<file path="config.mk">
export PLATFORM = sky130hd
export DESIGN_NAME = irq_line_arbiter
export DESIGN_NICKNAME = d
export VERILOG_FILES = /design/src/rtl/irq_arb_pkg.sv /design/src/rtl/irq_pick_lowest.sv /design/src/rtl/irq_pend_group.sv /design/src/rtl/irq_line_arbiter.sv
export SDC_FILE = /design/constraint.sdc
export NUM_CORES = 1
export LEC_CHECK = 0
export BUFFER_PORTS_ARGS = -buffer_cell sky130_fd_sc_hd__buf_2
export CAP_MARGIN = 20
export CORE_MARGIN = 5
export CORE_UTILIZATION = 47
export CTS_CLUSTER_SIZE = 25
export DETAILED_ROUTE_END_ITERATION = 10
export PLACE_DENSITY = 0.9
export SYNTH_ARGS = -nofsm -noshare
export SYNTH_HDL_FRONTEND = slang
export SYNTH_HIERARCHICAL = 1
export SYNTH_SLANG_ARGS = --single-unit
</file>
<file path="constraint.sdc">
create_clock -name clk -period 4 [get_ports clk]
set_input_delay 0.4 -clock clk [delete_from_list [all_inputs] [get_ports clk]]
set_output_delay 0.4 -clock clk [all_outputs]
set_load 0.1 [all_outputs]
</file>
<file path="src/rtl/irq_arb_pkg.sv">
package irq_arb_pkg;
    typedef enum logic {
        GRP_RX = 1'b0,
        GRP_TX = 1'b1
    } grp_e;

    localparam int NUM_GROUPS = 2;
endpackage

</file>
<file path="src/rtl/irq_pick_lowest.sv">
module irq_pick_lowest #(
    parameter int NUM_LINES = 16,
    localparam int LW = $clog2(NUM_LINES)
) (
    input  logic [NUM_LINES-1:0] req,
    output logic                 found,
    output logic [LW-1:0]        idx
);
    always_comb begin
        found = 1'b0;
        idx   = '0;
        for (int i = NUM_LINES - 1; i >= 0; i--) begin
            if (req[i]) begin
                found = 1'b1;
                idx   = LW'(i);
            end
        end
    end
endmodule

</file>
<file path="src/rtl/irq_pend_group.sv">
module irq_pend_group #(
    parameter int NUM_LINES   = 16,
    parameter int VEC_W       = 9,
    parameter int LINE_STRIDE = 8,
    parameter int GRP_OFFSET  = 0,
    localparam int LW = $clog2(NUM_LINES)
) (
    input  logic                 clk,
    input  logic                 rst_n,
    input  logic [VEC_W-1:0]     vec_base,
    input  logic [NUM_LINES-1:0] set_in,
    input  logic [NUM_LINES-1:0] clr_in,
    input  logic                 ack,
    output logic [NUM_LINES-1:0] pend,
    output logic                 irq,
    output logic [VEC_W-1:0]     vec
);
    typedef struct packed {
        logic [NUM_LINES-1:0] pend;
        logic                 irq;
        logic [VEC_W-1:0]     vec;
    } grp_state_t;

    grp_state_t st_d, st_q;
    logic            win_found;
    logic [LW-1:0]   win_idx;
    logic [NUM_LINES-1:0] ack_clr;

    irq_pick_lowest #(.NUM_LINES(NUM_LINES)) u_pick (
        .req   (st_q.pend),
        .found (win_found),
        .idx   (win_idx)
    );

    always_comb begin
        st_d    = st_q;
        ack_clr = '0;
        if (ack) begin
            if (win_found) begin
                ack_clr[win_idx] = 1'b1;
                st_d.vec = vec_base
                         + VEC_W'(VEC_W'(win_idx) * VEC_W'(LINE_STRIDE))
                         + VEC_W'(GRP_OFFSET);
            end else begin
                st_d.vec = '0;
            end
        end
        // set sources win over every clear source
        st_d.pend = (st_q.pend & ~clr_in & ~ack_clr) | set_in;
        st_d.irq  = |st_d.pend;
    end

    always_ff @(posedge clk) begin
        if (!rst_n) begin
            st_q <= '0;
        end else begin
            st_q <= st_d;
        end
    end

    assign pend = st_q.pend;
    assign irq  = st_q.irq;
    assign vec  = st_q.vec;
endmodule

</file>
<file path="src/rtl/irq_line_arbiter.sv">
module irq_line_arbiter
    import irq_arb_pkg::*;
#(
    parameter int NUM_LINES   = 16,
    parameter int VEC_W       = 9,
    parameter int LINE_STRIDE = 8,
    parameter int TX_OFFSET   = 4,
    localparam int LW = $clog2(NUM_LINES)
) (
    input  logic                 clk,
    input  logic                 rst_n,
    input  logic [VEC_W-1:0]     vec_base,
    input  logic [NUM_LINES-1:0] line_reset,
    input  logic [NUM_LINES-1:0] rx_set,
    input  logic [NUM_LINES-1:0] rx_clr,
    input  logic [NUM_LINES-1:0] tx_set,
    input  logic [NUM_LINES-1:0] tx_clr,
    input  logic [NUM_LINES-1:0] tx_cmpl,
    input  logic [NUM_LINES-1:0] tx_ie,
    input  logic                 csr_wr_en,
    input  logic                 csr_wr_grp,
    input  logic [LW-1:0]        csr_wr_line,
    input  logic                 csr_wr_ie,
    input  logic                 csr_wr_ie_old,
    input  logic                 csr_wr_done,
    input  logic                 rx_ack,
    input  logic                 tx_ack,
    output logic                 rx_irq,
    output logic                 tx_irq,
    output logic [NUM_LINES-1:0] rx_pend,
    output logic [NUM_LINES-1:0] tx_pend,
    output logic [VEC_W-1:0]     rx_vec,
    output logic [VEC_W-1:0]     tx_vec
);
    logic [NUM_GROUPS-1:0][NUM_LINES-1:0] grp_set, grp_clr, grp_pend;
    logic [NUM_GROUPS-1:0][VEC_W-1:0]     grp_vec;
    logic [NUM_GROUPS-1:0]                grp_ack, grp_irq;
    logic [NUM_LINES-1:0] csr_hit, csr_raise, csr_drop;
    grp_e wr_grp;

    assign wr_grp = grp_e'(csr_wr_grp);

    always_comb begin
        for (int i = 0; i < NUM_LINES; i++) begin
            csr_hit[i] = csr_wr_en && (csr_wr_line == LW'(i));
        end
        csr_drop  = csr_hit & {NUM_LINES{~csr_wr_ie}};
        csr_raise = csr_hit & {NUM_LINES{csr_wr_ie & csr_wr_done & ~csr_wr_ie_old}};

        grp_set[GRP_RX] = rx_set;
        grp_clr[GRP_RX] = rx_clr | line_reset;
        grp_set[GRP_TX] = tx_set | (tx_cmpl & tx_ie);
        grp_clr[GRP_TX] = tx_clr | line_reset;

        if (wr_grp == GRP_TX) begin
            grp_set[GRP_TX] = grp_set[GRP_TX] | csr_raise;
            grp_clr[GRP_TX] = grp_clr[GRP_TX] | csr_drop;
        end else begin
            grp_set[GRP_RX] = grp_set[GRP_RX] | csr_raise;
            grp_clr[GRP_RX] = grp_clr[GRP_RX] | csr_drop;
        end

        grp_ack[GRP_RX] = rx_ack;
        grp_ack[GRP_TX] = tx_ack;
    end

    for (genvar g = 0; g < NUM_GROUPS; g++) begin : g_grp
        irq_pend_group #(
            .NUM_LINES   (NUM_LINES),
            .VEC_W       (VEC_W),
            .LINE_STRIDE (LINE_STRIDE),
            .GRP_OFFSET  ((g == int'(GRP_TX)) ? TX_OFFSET : 0)
        ) u_grp (
            .clk      (clk),
            .rst_n    (rst_n),
            .vec_base (vec_base),
            .set_in   (grp_set[g]),
            .clr_in   (grp_clr[g]),
            .ack      (grp_ack[g]),
            .pend     (grp_pend[g]),
            .irq      (grp_irq[g]),
            .vec      (grp_vec[g])
        );
    end

    assign rx_irq  = grp_irq[GRP_RX];
    assign tx_irq  = grp_irq[GRP_TX];
    assign rx_pend = grp_pend[GRP_RX];
    assign tx_pend = grp_pend[GRP_TX];
    assign rx_vec  = grp_vec[GRP_RX];
    assign tx_vec  = grp_vec[GRP_TX];
endmodule

</file>
==> results of run 1 <==
## sequential cells by signal, summed over array words and instances (netlist names)
register          cells
g_grp.u_grp/vec      18
g_grp.u_grp/pend     32
g_grp.u_grp/irq       2
## cell families (layout without fill, tap and decap cells)
logic type	count (synthesis)	after routing	synth area share [%]
AO/OA/AOI/OAI	165	165	27.0
XOR/XNOR	5	5	1.05
adder cells (fa/ha/maj)	10	10	3.37
buffers and inverters	80	244	8.61
flip-flops	52	52	25.0
multiplexers	1	1	0.241
AND/OR/NAND/NOR	241	241	34.7
## worst reg2reg max path, cell delays in order, from the launching register on
cell and delay (ns):
dfxtp_1 0.40, a21oi_1 0.07, o311a_2 0.33, o22ai_1 0.59
ha_1 0.30, inv_1 0.07, fa_1 0.41, nor2b_1 0.18
o21a_1 0.14, o21ai_0 0.09, a41oi_1 0.29, nor2b_1 0.09
## layout make-up
class	count	area [sq um]	share of cell area (%)
multi-input combinational	422	2760	53.6
clock inverter	1	5.00	0.0973
clock buffer	6	72.6	1.41
tap	108	135	2.63
inverter	49	184	3.57
timing repair buffer	188	948	18.4
sequential	52	1040	20.2
## metrics by stage
step	util (%)	instances	hold slack [ns]	setup slack (ns)	power, mW
6_report	59.3	826	0.398	0.947	1.63
3_5_place_dp	58.3	818	0.467	1.05	1.34
2_1_floorplan	-	554	0.528	0.833	1.15
3_3_place_gp	58.3	818	0.459	1.29	1.33
5_1_grt	59.3	826	0.386	0.763	1.71
4_1_cts	59.2	825	0.394	1.04	1.63
## cells in the final DEF (no fill, tap or decap), types with 3 or more instances in the layout
master	count
or3b_2	3
nor2b_1	47
nand4_1	11
and3_1	4
o31ai_1	41
o21ai_0	20
nand4b_1	6
and4_1	4
nand3b_1	6
nand3_1	22
nand4bb_1	5
or3b_1	5
a21oi_1	28
xor2_1	3
a31oi_1	22
nand2_1	35
clkbuf_8	5
nand2b_1	8
a21boi_0	13
and2b_2	6
buf_2	185
o22ai_1	13
nor4_2	4
and2_1	4
buf_4	3
ha_1	8
nor3_1	5
or3_1	4
inv_1	48
o41ai_1	7
nor2_1	48
dfxtp_1	52
nor3b_1	4
and4b_1	3
## metal layers
| metal | GRT usage, % | part of all wire [%] | vias up |
|---|---|---|---|
| met1 | 34.2 | 39 | 2231 |
| met2 | 46.9 | 47 | 291 |
| met5 | 0 | 0 | - |
| li1 | - | - | 2338 |
| met3 | 6.46 | 12 | 26 |
| met4 | 6.66 | 2.1 | 0 |
## worst max-delay path by stage
stage	from	endpoint	slack, ns	depth (start not counted)
2_1_floorplan	g_grp[0].u_grp/pend[15]$_SDFF_PN0_	g_grp[0].u_grp/vec[7]$_SDFFE_PN0P_	0.83	11
3_3_place_gp	g_grp[0].u_grp/pend[14]$_SDFF_PN0_	g_grp[0].u_grp/vec[7]$_SDFFE_PN0P_	1.29	12
3_5_place_dp	g_grp[0].u_grp/pend[13]$_SDFF_PN0_	g_grp[0].u_grp/vec[7]$_SDFFE_PN0P_	1.05	11
4_1_cts	g_grp[0].u_grp/pend[13]$_SDFF_PN0_	g_grp[0].u_grp/vec[7]$_SDFFE_PN0P_	1.04	11
5_1_grt	g_grp[0].u_grp/pend[14]$_SDFF_PN0_	g_grp[0].u_grp/vec[7]$_SDFFE_PN0P_	0.76	12
6_report	g_grp[0].u_grp/pend[13]$_SDFF_PN0_	g_grp[0].u_grp/vec[7]$_SDFFE_PN0P_	0.95	11
## power by group through the flow
| stage | Sequential (mW) | Combinational, mW | Clock [mW] |
|---|---|---|---|
| 5_1_grt | 0.603 | 0.790 | 0.316 |
| 2_1_floorplan | 0.878 | 0.275 | 0 |
| 6_report | 0.597 | 0.741 | 0.290 |
| 3_3_place_gp | 0.606 | 0.720 | 0 |
| 4_1_cts | 0.596 | 0.735 | 0.296 |
| 3_5_place_dp | 0.607 | 0.732 | 0 |
==> out/results.ini, run 1 <==
[outcome]
outcome=complete, no violations

[synthesis]
synth_top_area_share_pct=25.0
netlist_instances=554
ys_types=60
ys_seq_elements=52
ys_warn_count=6
yosysTopAreaCell=dfxtp_1
synth_edf_count=0
syn_nets=698
ys_seq_area_share_pct=25.0
synthTopCellsByCount=52 x dfxtp_1, 48 x inv_1, 48 x nor2_1
ys_top_cells_by_area=dfxtp_1 25%, o31ai_1 7.4%, nor2b_1 7.1%, inv_1 4.3%, nor2_1 4.3%
syn_area_sq_um=4160
synthArstFlopShare_pct=0
synth_ff_type=dfxtp_1
syn_area_per_cell_sq_um=7.50
yosysMostFrequentCell=dfxtp_1

[drt]
via_count=4886
viasPerCell=5.92
ant_nets=0
drt_first_pass_iters=5
wl_um=15400
drc=0
wire_per_inst_um=18.7
drt_iter0_drc=445

[power_and_ir_drop]
p_switching_uw=743
internal-power_uw=886
ir_drop_v=0.000217
power_frac_comb_pct=45.5
swShare_pct=45.6
power_density_nw_per_um2=316
p_seq_share_pct=36.6
p_leak_nw=2.39
clkPwrFrac_pct=17.8

[setup_path]
end_kind=flop
cpPeakStageDelay_ns=0.59
crit_top_cell=nor2b_1
crit_type=reg2reg
critPathArrivalTime_ns=3.24
r2r_end=g_grp[0].u_grp/vec[7]$_SDFFE_PN0P_
path_buf_inv=1
cp_max_fo=9
rrSetupSlack_ns=0.95
slowest_stage=o22ai_1
crit_path_start_kind=flop
reg2reg_from=g_grp[0].u_grp/pend[13]$_SDFF_PN0_
critPathTopFamily=compound AO/OA/AOI/OAI gates
crit_chain=a21oi_1 -> o311a_2 -> o22ai_1 -> ha_1 -> inv_1 -> fa_1 -> nor2b_1 -> o21a_1 -> o21ai_0 -> a41oi_1 -> nor2b_1
cp.required_ns=4.19
reg2regPathDepth=11

[flow_run]
cap_violations=0

[timing]
period_minus_slack_ns=3.05
hold_violations=0
fmax_mhz=328
finalSetupViolations=0
clock-skew-final_ns=0.00433
tightest_slew_ns=0.937
tns_ns=0
finalCritPeriodShare_pct=76.3
rsz0062_at_grt=false
worst_slew_margin_rel_pct=37.4
timing.final.max_slew_violations=0

[die]
core_area_sq_um=8680
start_util_pct=47.9
io_pins=186
rows=34
dieHeight_um=104
die-width_um=104
die_area_sq_um=10800

[placement]
hpwlAfterDp_um=12700
port_buffers=185
placed_area_sq_um=5060
globalplace.congestion=0.964

[layout]
areaGrowthSynthToFinish_pct=23.7
drive_gt1_share_pct=30.2
final_cell_area_sq_um=5140
nFillCells=837
final_nets=862
diodes=0

[cts]
cts_tree=built
clock_latency_ns=0.30
path_clk_slew_ns=0.09
cts_buffers=5
cts_setup_buffers=0
cts_hold_buffers=0
ctsResizeCount=0
cts_root_buf=clkbuf_8
cts_sinks=52
cts.path.max_buffers=2
htreeDepth=2

[global_routing]
grt_pass1_vias=4873
antenna_found_initial=0
grt_max_degree=55
grt-ovfl-total=0
track_usage_pct=27.2
grt_pass1_wl_um=24700

[hold_path]
min_to=g_grp[0].u_grp/vec[0]$_SDFFE_PN0P_
hold_path.class=in2reg
holdPathStages=3
holdCritStartpoint=vec_base[0]

(Power assumes the default switching activity.)
==> run 2, diff against run 1 <==
==> constraint.sdc (replaced) <==
create_clock -name clk -period 3.1 [get_ports clk]
set_input_delay 0.31 -clock clk [delete_from_list [all_inputs] [get_ports clk]]
set_output_delay 0.31 -clock clk [all_outputs]
set_load 0.1 [all_outputs]
==> out/results.ini, run 2 (synthesis gave the netlist of run 1 again) <==
[power_and_ir_drop]
p_leak_nw=2.41  ; +0.99%
internal-power_mw=1.23  ; +39%
clkPwrFrac_pct=21.4  ; +3.6 points
power_frac_comb_pct=43.8  ; -1.7 points
p_switching_uw=982  ; +32%
ir_drop_v=0.000244  ; +12%
p_seq_share_pct=34.8  ; -1.8 points
power_density_nw_per_um2=426  ; +34%
swShare_pct=44.4  ; -1.2 points

[setup_path]
crit_path_start_kind=flop
end_kind=flop
rrSetupSlack_ns=0.14  ; -0.81 ns
cp_max_fo=9  ; unchanged
cpPeakStageDelay_ns=0.56  ; -0.03 ns
critPathArrivalTime_ns=3.16  ; -0.08 ns
reg2reg_from=g_grp[0].u_grp/pend[14]$_SDFF_PN0_
reg2regPathDepth=12  ; +1
r2r_end=g_grp[0].u_grp/vec[7]$_SDFFE_PN0P_
startpoint=g_grp[0].u_grp/pend[14]$_SDFF_PN0_
crit_chain=inv_1 -> a21oi_1 -> o311a_2 -> o22ai_1 -> ha_1 -> inv_1 -> fa_1 -> nor2b_1 -> o21a_1 -> o21ai_0 -> a41oi_1 -> nor2b_1
cp-endpoint=g_grp[0].u_grp/vec[7]$_SDFFE_PN0P_
cp.required_ns=3.30  ; -0.89 ns
slowest_stage=o22ai_1
crit_type=reg2reg

[layout]
layout_common_cells=185 x buf_2, 50 x dfxtp_1, 48 x nor2_1, 48 x inv_1, 47 x nor2b_1
multi_input_area_sq_um=2770  ; +0.23%
largest_reg_flops=32  ; unchanged
drive_gt1_share_pct=30.9  ; +0.71 points
final_nets=864  ; +0.23%
final_common_cell=buf_2
nFillCells=838  ; +0.12%
areaGrowthSynthToFinish_pct=25.0
regArea_sq_um=1040  ; +0.24%
diodes=0  ; unchanged

[timing]
timing.final.max_slew_violations=0  ; unchanged
hold_violations=0  ; unchanged
finalCritPeriodShare_pct=95.5  ; +19 points
timing.final.ws_setup_ns=0.138  ; -0.809 ns
period_minus_slack_ns=2.96  ; -0.0910 ns
worst_slew_margin_rel_pct=41.7  ; +4.3 points
rsz0062_at_grt=false
finalSetupViolations=0  ; unchanged
fmax_mhz=338  ; +3.1%
tightest_slew_ns=0.873  ; -0.0645 ns
clock-skew-final_ns=0.0129  ; +0.00859 ns
tns_ns=0  ; unchanged

[drt]
drt_iter0_drc=442  ; -0.67%
drc=0  ; unchanged
viasPerCell=6.14  ; +3.7%
wire_per_inst_um=19.3  ; +3.4%
drt_first_pass_iters=5  ; unchanged
ant_nets=0  ; unchanged
via_count=5086  ; +4.1%
wl_um=16000  ; +3.8%

[placement]
hpwlAfterDp_um=13000  ; +2.2%
globalplace.congestion=0.980  ; +1.6%
dp_slack_ns=0.186  ; -0.861 ns
port_buffers=185  ; unchanged

[cts]
cts_root_buf=clkbuf_8
path_clk_slew_ns=0.10  ; about the same
cts_setup_buffers=0  ; unchanged
cts_hold_buffers=0  ; unchanged
clock_latency_ns=0.31  ; about the same
cts_tree=built
ctsResizeCount=0  ; unchanged
cts.path.max_buffers=2  ; unchanged
cts_sinks=52  ; unchanged
cts_buffers=5  ; unchanged
htreeDepth=2  ; unchanged

[global_routing]
track_usage_pct=27.7  ; +0.41 points
grt_pass1_vias=4971  ; +2.0%
antenna_found_initial=1  ; +1
grt_pass1_wl_um=25100  ; +1.8%
grt-ovfl-total=0  ; unchanged
grt_max_degree=55  ; unchanged

[die]
die_area_sq_um=10800  ; unchanged
io_pins=186  ; unchanged
start_util_pct=47.9  ; unchanged
rows=34  ; unchanged
dieHeight_um=104  ; unchanged
core_area_sq_um=8680  ; unchanged
die-width_um=104  ; unchanged

[outcome]
outcome=complete, no violations

[hold_path]
hold_path.class=in2reg

[flow_run]
cap_violations=0  ; unchanged

## run 2: routing by layer
layer,vias to the layer above,track usage [%],wire (um)
li1,2351,-,-
met1,2360,34.0,6200
met2,333,47.2,7500
met3,40,7.20,1820
met4,2,8.42,476
met5,-,0,13
## run 2: power by group through the flow
stage / clock network (mW) / logic (mW) / registers (mW)
2_1_floorplan: 0 / 0.354 / 1.13
3_3_place_gp: 0 / 0.933 / 0.780
3_5_place_dp: 0 / 0.955 / 0.784
4_1_cts: 0.481 / 0.958 / 0.769
5_1_grt: 0.511 / 1.02 / 0.777
6_report: 0.473 / 0.969 / 0.771
## run 2: worst min path at each step
stage,slack (ns),from,depth (start not counted),to
2_1_floorplan,0.44,rst_n,1,g_grp[0].u_grp/pend[13]$_SDFF_PN0_
5_1_grt,0.30,vec_base[0],3,g_grp[1].u_grp/vec[0]$_SDFFE_PN0P_
6_report,0.29,vec_base[0],3,g_grp[1].u_grp/vec[0]$_SDFFE_PN0P_
4_1_cts,0.29,vec_base[0],3,g_grp[1].u_grp/vec[0]$_SDFFE_PN0P_
3_3_place_gp,0.46,g_grp[1].u_grp/vec[2]$_SDFFE_PN0P_,2,g_grp[1].u_grp/vec[2]$_SDFFE_PN0P_
3_5_place_dp,0.47,g_grp[1].u_grp/vec[4]$_SDFFE_PN0P_,2,g_grp[1].u_grp/vec[4]$_SDFFE_PN0P_
## run 2: worst max-delay path, delay by kind of cell (launching register included)
family,cells,cell delay (ns)
buffers and inverters,2,0.12
adder cells (fa/ha/maj),2,0.69
AO/OA/AOI/OAI,6,1.43
AND/OR/NAND/NOR,2,0.27
flip-flops,1,0.34
## run 2: metrics by stage
stage	hold slack [ns]	util (%)	instance area (sq um)	total power, mW	instances
CTS	0.292	59.8	5190	2.21	829
global placement	0.463	58.6	5080	1.71	821
finish	0.292	59.9	5200	2.21	829
floorplan	0.438	-	4160	1.49	554
detailed placement	0.467	58.6	5080	1.74	821
global route	0.301	59.9	5200	2.31	829
## run 2: layout make-up
class | count | area share, %
well taps | 108 | 2.60
multi-input cells | 422 | 53.2
repair buffers | 190 | 18.5
inverters | 49 | 3.54
clock buffers | 6 | 1.40
clock inverters | 2 | 0.674
flip-flops and latches | 52 | 20.1
==> run 3, diff against run 2 <==
--- a/config.mk
+++ b/config.mk
@@ -5,13 +5,15 @@
 export SDC_FILE = /design/constraint.sdc
 export NUM_CORES = 1
 export LEC_CHECK = 0
+export ABC_AREA = 1
 export BUFFER_PORTS_ARGS = -buffer_cell sky130_fd_sc_hd__buf_2
 export CAP_MARGIN = 20
 export CORE_MARGIN = 5
 export CORE_UTILIZATION = 47
 export CTS_CLUSTER_SIZE = 25
 export DETAILED_ROUTE_END_ITERATION = 10
-export PLACE_DENSITY = 0.9
+export MAX_ROUTING_LAYER = met4
+export PLACE_DENSITY = 0.89
 export SYNTH_ARGS = -nofsm -noshare
 export SYNTH_HDL_FRONTEND = slang
 export SYNTH_HIERARCHICAL = 1
==> out/results.ini, run 3 <==
[setup_path]
cp.required_ns=3.29  ; about the same
end_kind=flop
crit_type=reg2reg
critPathArrivalTime_ns=2.73  ; -0.43 ns
crit_path_start_kind=flop
cp_max_fo=5  ; -4

[timing]
tightest_slew_ns=0.887  ; +0.0144 ns
period_minus_slack_ns=2.54  ; -0.423 ns
fmax_mhz=394  ; +17%
clock-skew-final_ns=0.0119  ; -0.00102 ns
finalSetupViolations=0  ; unchanged
finalCritPeriodShare_pct=81.9  ; -14 points
worst_slew_margin_rel_pct=40.8  ; -0.90 points
timing.final.max_slew_violations=0  ; unchanged
hold_violations=0  ; unchanged
tns_ns=0  ; unchanged
rsz0062_at_grt=false

[cts]
cts_setup_buffers=0  ; unchanged
clock_latency_ns=0.32  ; about the same
cts_sinks=52  ; unchanged
ctsResizeCount=0  ; unchanged
cts_tree=built
cts.path.max_buffers=2  ; unchanged
cts_buffers=5  ; unchanged
path_clk_slew_ns=0.11  ; about the same
htreeDepth=2  ; unchanged
cts_root_buf=clkbuf_8
cts_hold_buffers=0  ; unchanged

[die]
die_area_sq_um=11300  ; +4.5%
die-width_um=106  ; +2.2%
start_util_pct=47.7  ; -0.21 points
rows=35  ; +2.9%
io_pins=186  ; unchanged
dieHeight_um=106  ; +2.2%
core_area_sq_um=9150  ; +5.5%

[synthesis]
netlist_instances=800  ; +44%
synth.area.mux_share_pct=0  ; -0.24 points
synthTopCellsByCount=232 x nand2_1, 123 x nor2_1, 118 x inv_1
synth-simple-area-share_pct=47.9  ; +13 points
yosysTopAreaCell=dfxtp_1
synth_edf_count=0  ; unchanged
synth_xor_area_share_pct=0  ; -1.1 points
syn_area_per_cell_sq_um=5.46  ; -27%
ys_seq_area_share_pct=23.8  ; -1.2 points
synthAdderAreaFrac_pct=3.21  ; -0.16 points
syn_nets=944  ; +35%
synthArstFlopShare_pct=0  ; unchanged
ys_top_cells_by_area=dfxtp_1 24%, nand2_1 20%, nand3_1 11%, nor2_1 11%, inv_1 10%
synth_top_family_by_area=simple AND/OR/NAND/NOR gates
ys_seq_elements=52  ; unchanged
ys_types=33  ; -45%
synth_top_area_share_pct=23.8  ; -1.2 points
yosysMostFrequentCell=nand2_1
ys_warn_count=6  ; unchanged
syn_area_sq_um=4370  ; +5.0%
synth_compound_area_share_pct=10.3  ; -17 points
synth_ff_type=dfxtp_1

[placement]
hpwlAfterDp_um=12000  ; -7.1%
globalplace.congestion=0.963  ; -1.8%
port_buffers=185  ; unchanged

[drt]
drc=0  ; unchanged
wl_um=14500  ; -9.5%
viasPerCell=5.09  ; -17%
wire_per_inst_um=13.3  ; -31%
drt_first_pass_iters=5  ; unchanged
via_count=5531  ; +8.7%
ant_nets=0  ; unchanged
drt_iter0_drc=362  ; -18%

[layout]
diodes=0  ; unchanged
largest_reg_flops=32  ; unchanged
layout_common_cells=232 x nand2_1, 185 x buf_2, 123 x nor2_1, 118 x inv_1, 100 x nand3_1
nFillCells=955  ; +14%
final_nets=1118  ; +29%
final_common_cell=nand2_1
drive_gt1_share_pct=24.0  ; -6.9 points
areaGrowthSynthToFinish_pct=24.0

[power_and_ir_drop]
p_switching_uw=986  ; +0.40%
internal-power_mw=1.11  ; -9.7%
p_leak_nw=2.91  ; +21%
power_density_nw_per_um2=387  ; -9.0%
power.total_mw=2.10  ; -5.2%
power_frac_comb_pct=44.2  ; +0.4 points
p_seq_share_pct=36.1  ; +1.3 points
swShare_pct=47.0  ; +2.6 points
clkPwrFrac_pct=19.7  ; -1.7 points
ir_drop_v=0.000212  ; -13%

[global_routing]
grt_pass1_vias=4978  ; +0.14%
antenna_found_initial=0  ; -1
track_usage_pct=25.4  ; -2.2 points
grt_max_degree=34  ; -38%
grt_pass1_wl_um=22900  ; -8.8%
grt-ovfl-total=0  ; unchanged

[hold_path]
hold_path.class=in2reg

[outcome]
outcome=complete, no violations

[flow_run]
cap_violations=0  ; unchanged

==> run 3: cell count changes after synthesis, sizes merged, moves of 9 or more <==
cell    change
nor2b      -47
inv        +86
nand2     +202
a31oi      -22
nand3      +82
o22ai      -14
a21oi      +51
o31ai      -42
clkbuf      -9
o21ai      -16
nor2       +85
a21boi     -13
==> run 3: logic make-up (layout without fill, tap and decap cells) <==
logic type,after synthesis,in the layout
flops,52,52
compound gates,86,86
simple gates,494,494
buf+inv,158,333
fa+ha+maj,10,10
==> run 3: layer usage <==
layer | vias up | global-route usage (%) | part of all wire [%]
met5 | - | - | 0
met4 | 0 | 7.59 | 2.2
met3 | 31 | 3.58 | 8.4
met2 | 248 | 41.9 | 48
met1 | 2417 | 32.4 | 41
li1 | 2835 | - | -
==> run 3: layout make-up <==
type	instances	area (sq um)	share of cell area (%)
timing repair buffer	186	933	17.2
clock inverter	3	22.5	0.416
tap	111	139	2.57
multi-input combinational	590	2680	49.5
sequential	52	1040	19.3
inverter	139	528	9.75
clock buffer	5	68.8	1.27
==> run 3: power by group through the flow <==
stage | sequential (mW) | clock [mW] | combinational (mW)
finish | 0.757 | 0.413 | 0.928
global route | 0.764 | 0.451 | 1.00
CTS | 0.756 | 0.419 | 0.923
detailed placement | 0.771 | 0 | 0.919
global placement | 0.769 | 0 | 0.909
floorplan | 1.12 | 0 | 0.351
==> run 3: worst max-delay path, cell delays in order, from the launching register on <==
cell     delay, ns
dfxtp_1       0.34
inv_1         0.05
nand2_1       0.05
nand2_1       0.05
nand2_1       0.05
nand2_1       0.05
nand2_1       0.04
nand2_1       0.05
nand2_1       0.04
nand2_1       0.05
nand2_1       0.05
nand2_1       0.05
nand2_1       0.04
nand2_1       0.05
nand2_1       0.05
a21oi_2       0.26
ha_1          0.25
inv_1         0.07
fa_1          0.38
inv_1         0.09
nand3_1       0.07
nand2_1       0.08
a21oi_1       0.06
o21ai_0       0.08
a21oi_1       0.08
==> run 3: metrics by stage <==
step / util [%] / hold WS (ns) / std cells / area (sq um) / setup slack, ns
3_3_place_gp: 58.2 / 0.451 / 1078 / 5320 / 0.653
4_1_cts: 59.2 / 0.240 / 1086 / 5410 / 0.556
6_report: 59.2 / 0.247 / 1086 / 5410 / 0.561
2_1_floorplan: - / 0.453 / 800 / 4370 / 0.0319
5_1_grt: 59.2 / 0.245 / 1086 / 5410 / 0.280
3_5_place_dp: 58.2 / 0.454 / 1078 / 5320 / 0.571
==> run 3: final timing paths <==
path	startpoint	slack, ns	cells past startpoint	end
worst max-delay path	g_grp[0].u_grp/pend[14]$_SDFF_PN0_	0.56	24	g_grp[0].u_grp/vec[7]$_SDFFE_PN0P_
worst min-delay path	vec_base[1]	0.25	3	g_grp[1].u_grp/vec[1]$_SDFFE_PN0P_
worst max register to register	g_grp[0].u_grp/pend[14]$_SDFF_PN0_	0.56	24	g_grp[0].u_grp/vec[7]$_SDFFE_PN0P_
worst min register to register	g_grp[1].u_grp/vec[3]$_SDFFE_PN0P_	0.47	2	g_grp[1].u_grp/vec[3]$_SDFFE_PN0P_
